File: src/rtl/pf_pkg.sv
package pf_pkg;
  // access type selects which stride tracker is updated
  typedef enum logic [0:0] {
    OP_READ  = 1'b0,
    OP_WRITE = 1'b1
  } op_e;

  localparam int NUM_OPS = 2;

  function automatic int max_int(input int a, input int b);
    return (a > b) ? a : b;
  endfunction
endpackage

File: src/rtl/pf_stride_track.sv
module pf_stride_track #(
  parameter int AW      = 32,
  parameter int CNT_W   = 3,
  parameter int ON_TH   = 3,
  parameter int OFF_TH  = 3
) (
  input  logic          clk,
  input  logic          rst,
  input  logic          en,
  input  logic [AW-1:0] addr,
  output logic          issue,
  output logic [AW-1:0] target
);
  localparam logic [CNT_W-1:0] CNT_MAX = '1;

  logic          seen_q;
  logic          active_q;
  logic [AW-1:0] prev_q;
  logic [AW-1:0] stride_q;
  logic [CNT_W-1:0] same_q;
  logic [CNT_W-1:0] diff_q;

  logic [AW-1:0] delta;
  logic          match;
  logic [CNT_W-1:0] same_inc;
  logic [CNT_W-1:0] diff_inc;
  logic          turn_on;
  logic          turn_off;

  always_comb begin
    delta    = addr - prev_q;
    match    = (delta == stride_q);
    same_inc = (same_q == CNT_MAX) ? same_q : same_q + 1'b1;
    diff_inc = (diff_q == CNT_MAX) ? diff_q : diff_q + 1'b1;
    turn_on  = !active_q && match && (same_inc > CNT_W'(ON_TH));
    turn_off = active_q && !match && (diff_inc > CNT_W'(OFF_TH));
    issue    = en && seen_q && match && (active_q || turn_on);
    target   = addr + stride_q;
  end

  always_ff @(posedge clk) begin
    if (rst) begin
      seen_q   <= 1'b0;
      active_q <= 1'b0;
      prev_q   <= '0;
      stride_q <= '0;
      same_q   <= '0;
      diff_q   <= '0;
    end else if (en) begin
      prev_q <= addr;
      if (!seen_q) begin
        seen_q <= 1'b1;
      end else if (active_q) begin
        if (match) begin
          diff_q <= '0;
        end else if (turn_off) begin
          active_q <= 1'b0;
          stride_q <= delta;
          same_q   <= CNT_W'(1);
          diff_q   <= '0;
        end else begin
          diff_q <= diff_inc;
        end
      end else begin
        if (match) begin
          same_q <= same_inc;
          if (turn_on) begin
            active_q <= 1'b1;
            diff_q   <= '0;
          end
        end else begin
          stride_q <= delta;
          same_q   <= CNT_W'(1);
        end
      end
    end
  end
endmodule

File: src/rtl/pf_issue.sv
module pf_issue #(
  parameter int AW         = 32,
  parameter int LINE_BYTES = 64
) (
  input  logic          clk,
  input  logic          rst,
  input  logic          req,
  input  logic [AW-1:0] target,
  output logic          pf_valid,
  output logic [AW-1:0] pf_addr,
  input  logic          pf_ready
);
  localparam int OFF_W = $clog2(LINE_BYTES);
  localparam logic [AW-1:0] LINE_MASK = ~AW'(LINE_BYTES - 1);

  logic [AW-1:0] line;
  logic [AW-1:0] last_line_q;
  logic          last_vld_q;
  logic          fresh;

  always_comb begin
    line  = target & LINE_MASK;
    fresh = req && !(last_vld_q && (line[AW-1:OFF_W] == last_line_q[AW-1:OFF_W]));
  end

  always_ff @(posedge clk) begin
    if (rst) begin
      pf_valid    <= 1'b0;
      pf_addr     <= '0;
      last_line_q <= '0;
      last_vld_q  <= 1'b0;
    end else if (fresh) begin
      pf_valid    <= 1'b1;
      pf_addr     <= line;
      last_line_q <= line;
      last_vld_q  <= 1'b1;
    end else if (pf_ready) begin
      pf_valid <= 1'b0;
    end
  end
endmodule

File: src/rtl/stride_prefetch.sv
module stride_prefetch #(
  parameter int AW         = 32,
  parameter int LINE_BYTES = 64,
  parameter int ON_THRESH  = 3,
  parameter int OFF_THRESH = 3
) (
  input  logic          clk,
  input  logic          rst,
  input  logic          acc_valid,
  input  logic [AW-1:0] acc_addr,
  input  logic          acc_write,
  output logic          pf_valid,
  output logic [AW-1:0] pf_addr,
  input  logic          pf_ready
);
  import pf_pkg::*;

  localparam int CNT_W = $clog2(max_int(ON_THRESH, OFF_THRESH) + 2);

  logic [NUM_OPS-1:0] issue_v;
  logic [AW-1:0]      target_v [NUM_OPS];
  logic               req;
  logic [AW-1:0]      req_addr;

  for (genvar g = 0; g < NUM_OPS; g++) begin : g_trk
    logic sel;
    assign sel = acc_valid && (acc_write == (g == int'(OP_WRITE)));
    pf_stride_track #(
      .AW    (AW),
      .CNT_W (CNT_W),
      .ON_TH (ON_THRESH),
      .OFF_TH(OFF_THRESH)
    ) trk_i (
      .clk   (clk),
      .rst   (rst),
      .en    (sel),
      .addr  (acc_addr),
      .issue (issue_v[g]),
      .target(target_v[g])
    );
  end

  // at most one tracker is enabled per cycle
  always_comb begin
    req      = 1'b0;
    req_addr = '0;
    for (int i = 0; i < NUM_OPS; i++) begin
      if (issue_v[i]) begin
        req      = 1'b1;
        req_addr = target_v[i];
      end
    end
  end

  pf_issue #(
    .AW        (AW),
    .LINE_BYTES(LINE_BYTES)
  ) iss_i (
    .clk     (clk),
    .rst     (rst),
    .req     (req),
    .target  (req_addr),
    .pf_valid(pf_valid),
    .pf_addr (pf_addr),
    .pf_ready(pf_ready)
  );
endmodule

File: config.mk
export PLATFORM = sky130hd
export DESIGN_NAME = stride_prefetch
export DESIGN_NICKNAME = d
export VERILOG_FILES = /design/src/rtl/pf_pkg.sv /design/src/rtl/pf_stride_track.sv /design/src/rtl/pf_issue.sv /design/src/rtl/stride_prefetch.sv
export SDC_FILE = /design/constraint.sdc
export NUM_CORES = 1
export LEC_CHECK = 0
export ABC_CLOCK_PERIOD_IN_PS = 4900
export BUFFER_PORTS_ARGS = -buffer_cell sky130_fd_sc_hd__buf_2
export CAP_MARGIN = 15
export CORE_MARGIN = 8
export CORE_UTILIZATION = 30
export DETAILED_ROUTE_END_ITERATION = 10
export PLACE_DENSITY_LB_ADDON = 0.2
export SLEW_MARGIN = 20
export SYNTH_ARGS = -nofsm -noshare
export SYNTH_HDL_FRONTEND = slang
export SYNTH_SLANG_ARGS = --single-unit
File: constraint.sdc
create_clock -name clk -period 4.9 [get_ports clk]
set_clock_uncertainty 0.1 [all_clocks]
set_input_delay 0.245 -clock clk [delete_from_list [all_inputs] [get_ports clk]]
set_output_delay 0.245 -clock clk [all_outputs]
set_load 0.02 [all_outputs]
-- Word-level counts from Yosys, hierarchy flattened
Cells that the tools add are included.
- multiplexer cells: 46
- $lt $le $gt $ge: 4
- add/subtract/negate cells: 8
- equality and inequality tests: 11
- bitwise gates (word level): 3
- reduce and logical (&&, ||, !) cells: 38
- operator list (operator ; number):
    $mux 32 ; 10
    $mux 3 ; 22
    $add 32x32->32 ; 2
    $eq 32x32->1 ; 2
    $sub 32x32->32 ; 2
    $eq 26x26->1 ; 1
    $reduce_and 4->1 ; 6
    $logic_and 1x1->1 ; 18
    $mux 1 ; 14
    $add 3x1->3 const B ; 4
    $eq 3x3->1 const B ; 4
    $gt 3x2->1 const B ; 4
    $reduce_bool 2->1 ; 5
    $ne 2x2->1 const B ; 4
    $logic_not 1->1 ; 5
    $reduce_and 2->1 ; 2
    $not 1->1 ; 3
    $logic_or 1x1->1 ; 2
- bits of input ports: 37
- output and inout port bits: 33
- register bits after elaboration: 172
- logic and storage cells: 125

-- Logic depth before layout (Yosys ltp)
Gate-level depths: netlist of the first run.
- depth in word-level cells: 13
- gate-level depth with buffers: 22

-- Cells and area by module
A second synthesis of the first run with hierarchy kept.
- cell total of the unflattened synthesis: 2120
- area total of the unflattened synthesis: 16679.7 µm²
- by module, submodules not included (module ; area each (µm²) ; instances ; cells an instance ; sequential area each (µm²)):
    pf_stride_track (g_trk[0].trk_i) ; 7644.8 ; 1 ; 1008 ; 1441.4
    pf_stride_track (g_trk[1].trk_i) ; 7388.3 ; 1 ; 956 ; 1441.4
    pf_issue ; 1266.2 ; 1 ; 109 ; 560.5
    stride_prefetch ; 380.4 ; 1 ; 47 ; 0.0

-- Worst setup path after synthesis of the first run
No wires, ideal clock.
- path kind: input-to-reg
- from: input acc_addr[0]
- to: register iss_i.pf_addr[10]
- arrival: 4.831 ns
- stages on the path: 21
- slack: -0.152 ns
- data required time: 4.679 ns
- cells stage by stage: inv_1 > ha_1 > inv_1 > fa_1 > a211oi_1 > nor2_1 > xnor2_1 > a22o_1 > or4b_1 > a311oi_1 > nand4_1 > nor4b_2 > clkbuf_1 > a32oi_1 > xnor2_1 > nor4_1 > nand4_1 > o41ai_2 > a31oi_2 > buf_6 > mux2_4
- longest elaborated chain between the ends: 12
- elaborated cells on any way between the ends: 24
- classes of those cells: add/sub: 4; eq/ne: 3; mux: 4; reduce/logical: 13
- ends and longest elaborated chain (what ; RTL line ; RTL):
    start, declared ; stride_prefetch.sv:10 ; input logic [AW-1:0] acc_addr,
    $sub 32x32->32 ; pf_stride_track.sv:31 ; delta = addr - prev_q;
    $eq 32x32->1 ; pf_stride_track.sv:32 ; match = (delta == stride_q);
    $logic_and 1x1->1 (2 in a row) ; pf_stride_track.sv:35 ; turn_on = !active_q && match && (same_inc > CNT_W'(ON_TH));
    $logic_or 1x1->1 ; pf_stride_track.sv:37 ; issue = en && seen_q && match && (active_q || turn_on);
    $logic_and 1x1->1 ; pf_stride_track.sv:37 ;
    $mux 32 (2 in a row) ; stride_prefetch.sv:48 ; if (issue_v[i]) begin
    $eq 26x26->1 ; pf_issue.sv:23 ; fresh = req && !(last_vld_q && (line[AW-1:OFF_W] == last_line_q[AW-1:OFF_W]));
    $logic_and 1x1->1 ; pf_issue.sv:23 ;
    $logic_not 1->1 ; pf_issue.sv:23 ;
    $logic_and 1x1->1 ; pf_issue.sv:23 ;
    end signal, assigned ; pf_issue.sv:34 ; pf_addr <= line;
    end, declared ; pf_issue.sv:10 ; output logic [AW-1:0] pf_addr,
Parallel ways exist; a longest one is shown, timed or not.
A chain may end at the register's enable or synchronous reset.

-- Worst setup path after layout of the first run
- from: register g_trk[0].trk_i.prev_q[0]
- to: register iss_i.pf_addr[13]
- longest elaborated chain between the ends: 12
- elaborated cells on any way between the ends: 15
- classes of those cells: add/sub: 1; eq/ne: 2; mux: 4; reduce/logical: 8
- ends and longest elaborated chain (what ; RTL line ; RTL):
    start, declared ; pf_stride_track.sv:18 ; logic [AW-1:0] prev_q;
    start signal, assigned ; pf_stride_track.sv:50 ; prev_q <= addr;
    $sub 32x32->32 * ; pf_stride_track.sv:31 ;
    $eq 32x32->1 * ; pf_stride_track.sv:32 ;
    $logic_and 1x1->1 (2 in a row) ; pf_stride_track.sv:35 ;
    $logic_or 1x1->1 ; pf_stride_track.sv:37 ;
    $logic_and 1x1->1 * ; pf_stride_track.sv:37 ;
    $mux 32 (2 in a row) ; stride_prefetch.sv:48 ;
    $eq 26x26->1 ; pf_issue.sv:23 ;
    $logic_and 1x1->1 ; pf_issue.sv:23 ;
    $logic_not 1->1 ; pf_issue.sv:23 ;
    $logic_and 1x1->1 ; pf_issue.sv:23 ;
Mark *: on every way between the ends. The rest lies on a longest branch, timed or not.

==> out/results.txt, run 1 <==
Drt first pass iters: 6
Die width: 247 µm
HPWL Detailed: 53100 µm
DRT antenna net count: 0
CP most frequent cell: buf_4
Critical path's largest stage delay: 0.39 ns
Setup ws final: -0.659 ns
Reg2Reg Depth: 22
Outcome: finished, violations left
Site row count: 84
Critical Path AT: 5.85 ns
# diodes: 0
Vias in the first global route: 17300
CTS Sinks: 172
CTS tree: done
Post-synth EDFFs: 0
Worst-margin pin slew: 0.877 ns
Post-synth ARST share: 0%
RR Endpoint: iss_i.pf_addr[13]$_SDFFE_PP0P_
Period Utilization, post-route: 113%
Kind of critical path: flip-flop to flip-flop
Chip height: 247 µm
Hold_sp: acc_addr[4]
DRT Wirelength: 67200 µm
Nets: 2856
Critical Path RT: 5.19 ns
Worst hold stages: 4
Starting density of the core: 30.4%
Int Pwr: 3.23 mW
Detailed Route Iter0 Violations: 1106
Failing checks: negative setup slack
Tmin final: 5.56 ns
Hold Path End: g_trk[0].trk_i.prev_q[4]$_SDFFE_PP0P_
Nature of the critical path startpoint: flip-flop
Fmax: 180 MHz
Largest net degree at the start of global routing: 90
Sw power: 1.69 mW
Crit path cell chain: ha_1 > fa_1 > and2b_2 > o221a_2 > a211oi_4 > o211ai_2 > buf_4 > mux2i_1 > nor3_1 > nor4_1 > and4_1 > buf_12 > buf_4 > nand4_2 > and3_1 > nor4_1 > nand4_1 > buf_4 > nor3_4 > a31oi_4 > clkbuf_16 > mux2_4
Wire per inst: 19.8 µm
Most common cell after layout, fill and taps aside: buf_4
Skew-Pair Late Insertion Delay: 0.51 ns
Setup WS pre-CTS: -0.971 ns
Pwr Total: 4.92 mW
Total global routing overflow: 0
Lkg Pwr: 9.56 nW
Mapped Avg Cell Area: 7.49 µm²
Area of the mapped netlist: 0.0160 mm²
Slowest cell on crit path: fa_1
Comb pwr share: 37.7%
Warning count from the yosys run: 0
Normalized max-slew margin: 41.5%
Most frequent cells in the layout: buf_4, nand2_1, a21oi_1
Final Max Tran Viols: 0
Sequential area share after synthesis: 21.5%
MaxCap Viol Count: 0
Critical path endpoint category: flip-flop
R2R Setup Slk: -0.66 ns
Layout area overhead: 40.3%
GPL Wtd Cong: 0.966
Initial antenna violation count: 0
Clk buf depth: 2
HP Class: primary input to flip-flop
Final hold violations: 0
Worst r2r src: g_trk[0].trk_i.prev_q[0]$_SDFFE_PP0P_
Root Driver: clkbuf_16
Input/output buffers: 63
Top_reg_cell synth: dfxtp_1
Cts bufs inserted: 17
Sequential Power Share: 29.9%
Global-route wire length before repair: 101000 µm
Unrepaired setup endpoints after global routing: true
Core area: 0.0528 mm²
Via count: 17800
Clock power share: 32.4%
Crit Path Max Fanout: 16
Max VDD drop: 0.306 mV
Clock transition at path regs: 0.07 ns
Switching share of power: 34.3%
Cells after Synth: 2143
Ports: 70
Setup Viol. Count Final: 25
Die footprint: 0.0611 mm²
Count of different cell masters after synthesis: 108
Fillers: 5383
Yosys reg bits: 172
H-tree depth: 4
Share of layout cells above drive strength 1: 29.6%
Vias/cell: 5.24
# DRC: 0
Tot GR Track Use: 21.4%
Cell Pwr Density: 219 mW/mm²
==> logic make-up (layout without fill, tap and decap cells) <==
kind of cell    after synthesis  in the layout  share of synthesized area [%]
compound gates              592            592                           24.5
xor+xnor                    165            165                           10.2
fa+ha+maj                   129            129                           10.2
buf+inv                     228            782                           5.88
flops                       172            172                           21.5
mux                          37             37                           2.83
other cells                   1              6                         0.0234
simple gates                819            820                           24.9
==> cell type report <==
class / instances / area (µm²) / share of cell area (%)
inverters: 96 / 360 / 1.60
repair buffers: 654 / 5060 / 22.5
clock buffers: 19 / 443 / 1.97
flip-flops and latches: 172 / 3440 / 15.3
clock inverters: 13 / 211 / 0.939
well taps: 688 / 861 / 3.82
multi-input cells: 1749 / 12100 / 53.9
==> how the worst max path moves through the flow <==
stage	startpoint	slack (ns)	endpoint
2_1_floorplan	acc_addr[0]	0.02	iss_i.pf_addr[10]$_SDFFE_PP0P_
3_3_place_gp	acc_addr[0]	-0.95	iss_i.pf_addr[26]$_SDFFE_PP0P_
3_5_place_dp	acc_addr[0]	-0.97	iss_i.pf_addr[24]$_SDFFE_PP0P_
4_1_cts	g_trk[1].trk_i.prev_q[1]$_SDFFE_PP0P_	-0.60	iss_i.pf_addr[24]$_SDFFE_PP0P_
5_1_grt	g_trk[1].trk_i.prev_q[0]$_SDFFE_PP0P_	-0.90	iss_i.pf_addr[7]$_SDFFE_PP0P_
6_report	g_trk[0].trk_i.prev_q[0]$_SDFFE_PP0P_	-0.66	iss_i.pf_addr[13]$_SDFFE_PP0P_
==> synthesized netlist by cell type (all sizes together), types with 16 or more instances <==
cell | instances | area share (%)
a31oi | 21 | 0.99
nor2 | 152 | 3.7
o21bai | 16 | 0.75
o211ai | 22 | 1.1
dfxtp | 172 | 21
nand2 | 321 | 7.5
mux2 | 22 | 1.9
o21ai | 79 | 2.5
clkbuf | 87 | 2.0
inv | 96 | 2.2
and2 | 24 | 0.95
xor2 | 59 | 3.3
buf | 45 | 1.6
a21o | 31 | 1.5
and3 | 20 | 0.78
xnor2 | 93 | 5.1
ha | 127 | 9.9
nand3 | 42 | 1.4
nor3 | 43 | 1.3
a21oi | 233 | 7.3
nand2b | 33 | 1.3
o21a | 19 | 0.89
nand4 | 33 | 1.3
nor2b | 35 | 1.4
nor4 | 42 | 1.6
a211oi | 35 | 1.7
==> registers in the layout, indices dropped and copies added, names as in the netlist <==
signal                count
g_trk.trk_i.same_q        6
iss_i.pf_valid            1
iss_i.last_vld_q          1
g_trk.trk_i.stride_q     64
iss_i.pf_addr            26
g_trk.trk_i.prev_q       64
g_trk.trk_i.seen_q        2
g_trk.trk_i.diff_q        6
g_trk.trk_i.active_q      2
==> metrics by stage <==
step | std cells | hold WS, ns | utilization, % | area [µm²] | setup TNS, ns
floorplan | 2148 | 0.281 | - | 16100 | 0
global placement | 3327 | 0.342 | 39.9 | 21100 | -24.28
detailed placement | 3327 | 0.348 | 39.9 | 21100 | -26.21
CTS | 3373 | 0.0440 | 41.6 | 22000 | -13.93
global route | 3391 | 0.0721 | 42.7 | 22500 | -20.95
finish | 3391 | 0.0768 | 42.7 | 22500 | -15.16
==> metal layers <==
layer  track usage (%)  wire (µm)  vias up
li1                  -          -     8776
met1              27.5      30700     8502
met2              35.7      31200      398
met3              2.93       2780       98
met4              8.64       2470        0
met5                 0          0        -
==> power groups by stage <==
stage / clock network, mW / logic [mW] / registers [mW]
global route: 1.69 / 2.01 / 1.48
CTS: 1.65 / 1.80 / 1.47
detailed placement: 0 / 1.77 / 1.50
floorplan: 0 / 0.940 / 1.49
finish: 1.60 / 1.86 / 1.47
global placement: 0 / 1.75 / 1.50
==> worst max-delay path: cells and delay by family, from the launching register on <==
family / cells / cell delay [ns]
AO/OA/AOI/OAI: 4 / 0.92
buffers and inverters: 5 / 0.98
multiplexers: 2 / 0.58
adder cells (fa/ha/maj): 2 / 0.58
flip-flops: 1 / 0.31
AND/OR/NAND/NOR: 9 / 1.95
==> repair_timing <==
item,in CTS,in global routing
endpoints found under the hold margin,11,0
endpoints found under the setup margin,28,96
gates resized for setup,28,55
cloned,0,7
pin swaps,8,30
hold buffers,10,0
setup buffers,4,12
Power figures use the tool's default switching activity.
==> run 2, diff against run 1 <==
--- a/config.mk
+++ b/config.mk
@@ -10,6 +10,7 @@
 export CAP_MARGIN = 15
 export CORE_MARGIN = 8
 export CORE_UTILIZATION = 30
+export CTS_BUF_LIST = sky130_fd_sc_hd__clkbuf_8
 export DETAILED_ROUTE_END_ITERATION = 10
 export PLACE_DENSITY_LB_ADDON = 0.2
 export SLEW_MARGIN = 20
==> run 2 against run 1 <==
Power shrank 5.8%. Sequential cell count is the same. Global-route usage grew 0.30 points. The run still ends with negative setup slack left. Worst setup slack gained 0.038 ns. Final area grew 1.2%. Final cell count grew 0.83%.
==> out/results.txt, run 2 (synthesis gave the netlist of run 1 again) <==
Int Pwr: 2.96 mW
Drt first pass iters: 5
CP startpoint: g_trk[0].trk_i.prev_q[4]$_SDFFE_PP0P_
Via count: 17900
Cts bufs inserted: 17
Critical path's largest stage delay: 0.59 ns
Reg2Reg Depth: 21
Clk buf depth: 2
Most common cell after layout, fill and taps aside: buf_4
Dpl cells: 3327
Final std cells w/o fill: 3419
Detailed Route Iter0 Violations: 1149
Initial antenna violation count: 1
Die width: 247 µm
CTS tree: done
MaxCap Viol Count: 0
Global-route wire length before repair: 102000 µm
Clock power share: 27.3%
CTS Sinks: 172
# DRC: 0
Hold_sp: acc_addr[14]
Outcome: finished, violations left
GR Util met3: 2.64%
Hold Path End: g_trk[1].trk_i.prev_q[14]$_SDFFE_PP0P_
Nets: 2883
GR peak layer: met2
H-tree depth: 4
R2R Setup Slk: -0.62 ns
CP most frequent cell: buf_4
Most frequent cells in the layout: buf_4, nand2_1, a21oi_1
Period Utilization, post-route: 113%
Setup ws final: -0.621 ns
Crit path cell chain: inv_1 > ha_1 > and2_4 > a221o_1 > o21ai_4 > a31oi_4 > a31oi_2 > xnor3_1 > or4b_4 > buf_4 > buf_4 > nor4_1 > a32oi_2 > xnor2_1 > nor2_1 > nand4_1 > buf_4 > nor3_4 > a31oi_4 > clkbuf_16 > mux2_4
Max VDD drop: 0.218 mV
Slowest cell on crit path: or4b_4
Nature of the critical path startpoint: flip-flop
Met2 Track Usage GR: 36.2%
Cell Pwr Density: 204 mW/mm²
Total global routing overflow: 0
Worst hold stages: 4
Met1 usage: 27.6%
Setup TNS: -14.39 ns
Critical Path RT: 5.28 ns
Switching share of power: 36.2%
Chip height: 247 µm
Unrepaired setup endpoints after global routing: true
Crit Path Max Fanout: 10
Layout area overhead: 42.0%
Setup WS pre-CTS: -0.971 ns
Final Max Tran Viols: 0
Tmin final: 5.52 ns
Sequential Power Share: 31.7%
Clock transition at path regs: 0.10 ns
RR Endpoint: iss_i.pf_addr[23]$_SDFFE_PP0P_
Wire per inst: 20.0 µm
Critical Path AT: 5.90 ns
Fmax: 181 MHz
Largest regs: g_trk.trk_i.prev_q x64, g_trk.trk_i.stride_q x64, iss_i.pf_addr x26
Final hold violations: 0
Failing checks: negative setup slack
Tot GR Track Use: 21.7%
Setup Viol. Count Final: 25
DRT Wirelength: 68300 µm
Comb pwr share: 41.0%
HP Class: primary input to flip-flop
Ports: 70
Root Driver: clkbuf_8
DRT antenna net count: 0
Site row count: 84
Pwr Total: 4.64 mW
GPL Wtd Cong: 0.966
Sw power: 1.68 mW
Skew-Pair Late Insertion Delay: 0.59 ns
Largest net degree at the start of global routing: 90
Vias/cell: 5.24
Normalized max-slew margin: 40.4%
Starting density of the core: 30.4%
Vias in the first global route: 17400
Input/output buffers: 63
Share of layout cells above drive strength 1: 30.5%
HPWL Detailed: 53100 µm
Core area: 0.0528 mm²
Worst r2r src: g_trk[0].trk_i.prev_q[4]$_SDFFE_PP0P_
Critical path endpoint category: flip-flop
Lkg Pwr: 9.65 nW
Die footprint: 0.0611 mm²
Worst-margin pin slew: 0.894 ns
Kind of critical path: flip-flop to flip-flop
[run 2: cell types whose count changed in the layout (fill, tap and decap cells not counted), moves of 4 or more]
cell | previous run | this run
nor4_1 | 35 | 30
ha_1 | 123 | 119
buf_4 | 555 | 562
dlygate4sd3_1 | 10 | 28
clkbuf_8 | 1 | 18
clkbuf_16 | 22 | 5
[run 2: cell type report]
cell class                 count  area, µm²
tap                          688        861
clock inverter                14        215
clock buffer                  18        248
sequential                   172       3450
fill                        5381      30000
multi-input combinational   1749      12300
antenna                        1       2.50
timing repair buffer         681       5320
inverter                      96        360
[run 2: power groups by stage]
stage / sequential [mW] / combinational [mW] / clock [mW]
after global routing: 1.48 / 2.05 / 1.35
after detailed placement: 1.50 / 1.77 / 0
after floorplan: 1.49 / 0.940 / 0
final: 1.47 / 1.90 / 1.27
after CTS: 1.47 / 1.83 / 1.32
after global placement: 1.50 / 1.75 / 0
[run 2: what timing repair did]
| item | in CTS | in global routing |
|---|---|---|
| hold buffers | 28 | 0 |
| cloned | 0 | 7 |
| resized for setup | 35 | 87 |
| endpoints found under the setup margin | 31 | 98 |
| hold endpoints to repair | 43 | 0 |
| buffers inserted | 4 | 22 |
| pin swaps | 10 | 31 |
[run 2: metal layers]
layer  vias up  wire, µm  share of wire [%]
li1       8823         -                  -
met1      8555     30800                 45
met2       413     32000                 47
met3       110      2550                3.7
met4         0      2870                4.2
met5         -         0                  0
[run 2: worst max path at each step]
stage	endpoint	slack, ns	cells past startpoint
after floorplan	iss_i.pf_addr[10]$_SDFFE_PP0P_	0.02	21
after CTS	iss_i.pf_addr[24]$_SDFFE_PP0P_	-0.59	24
after global placement	iss_i.pf_addr[26]$_SDFFE_PP0P_	-0.95	25
after detailed placement	iss_i.pf_addr[24]$_SDFFE_PP0P_	-0.97	25
after global routing	iss_i.pf_addr[21]$_SDFFE_PP0P_	-0.80	24
final	iss_i.pf_addr[23]$_SDFFE_PP0P_	-0.62	21
[run 2: worst max-delay path, delay by kind of cell, from the launching register on]
| family | cells | cell delay (ns) |
|---|---|---|
| XOR/XNOR | 2 | 0.49 |
| buffers and inverters | 5 | 0.87 |
| AO/OA/AOI/OAI | 6 | 1.34 |
| flip-flops | 1 | 0.34 |
| multiplexers | 1 | 0.29 |
| adder cells (fa/ha/maj) | 1 | 0.28 |
| AND/OR/NAND/NOR | 6 | 1.70 |
[run 2: per-stage QoR]
step / utilization, % / area (µm²) / hold slack, ns
6_report: 43.2 / 22800 / 0.0624
5_1_grt: 43.2 / 22800 / 0.0416
4_1_cts: 41.7 / 22000 / 0.00424
3_5_place_dp: 39.9 / 21100 / 0.348
3_3_place_gp: 39.9 / 21100 / 0.342
2_1_floorplan: - / 16100 / 0.281
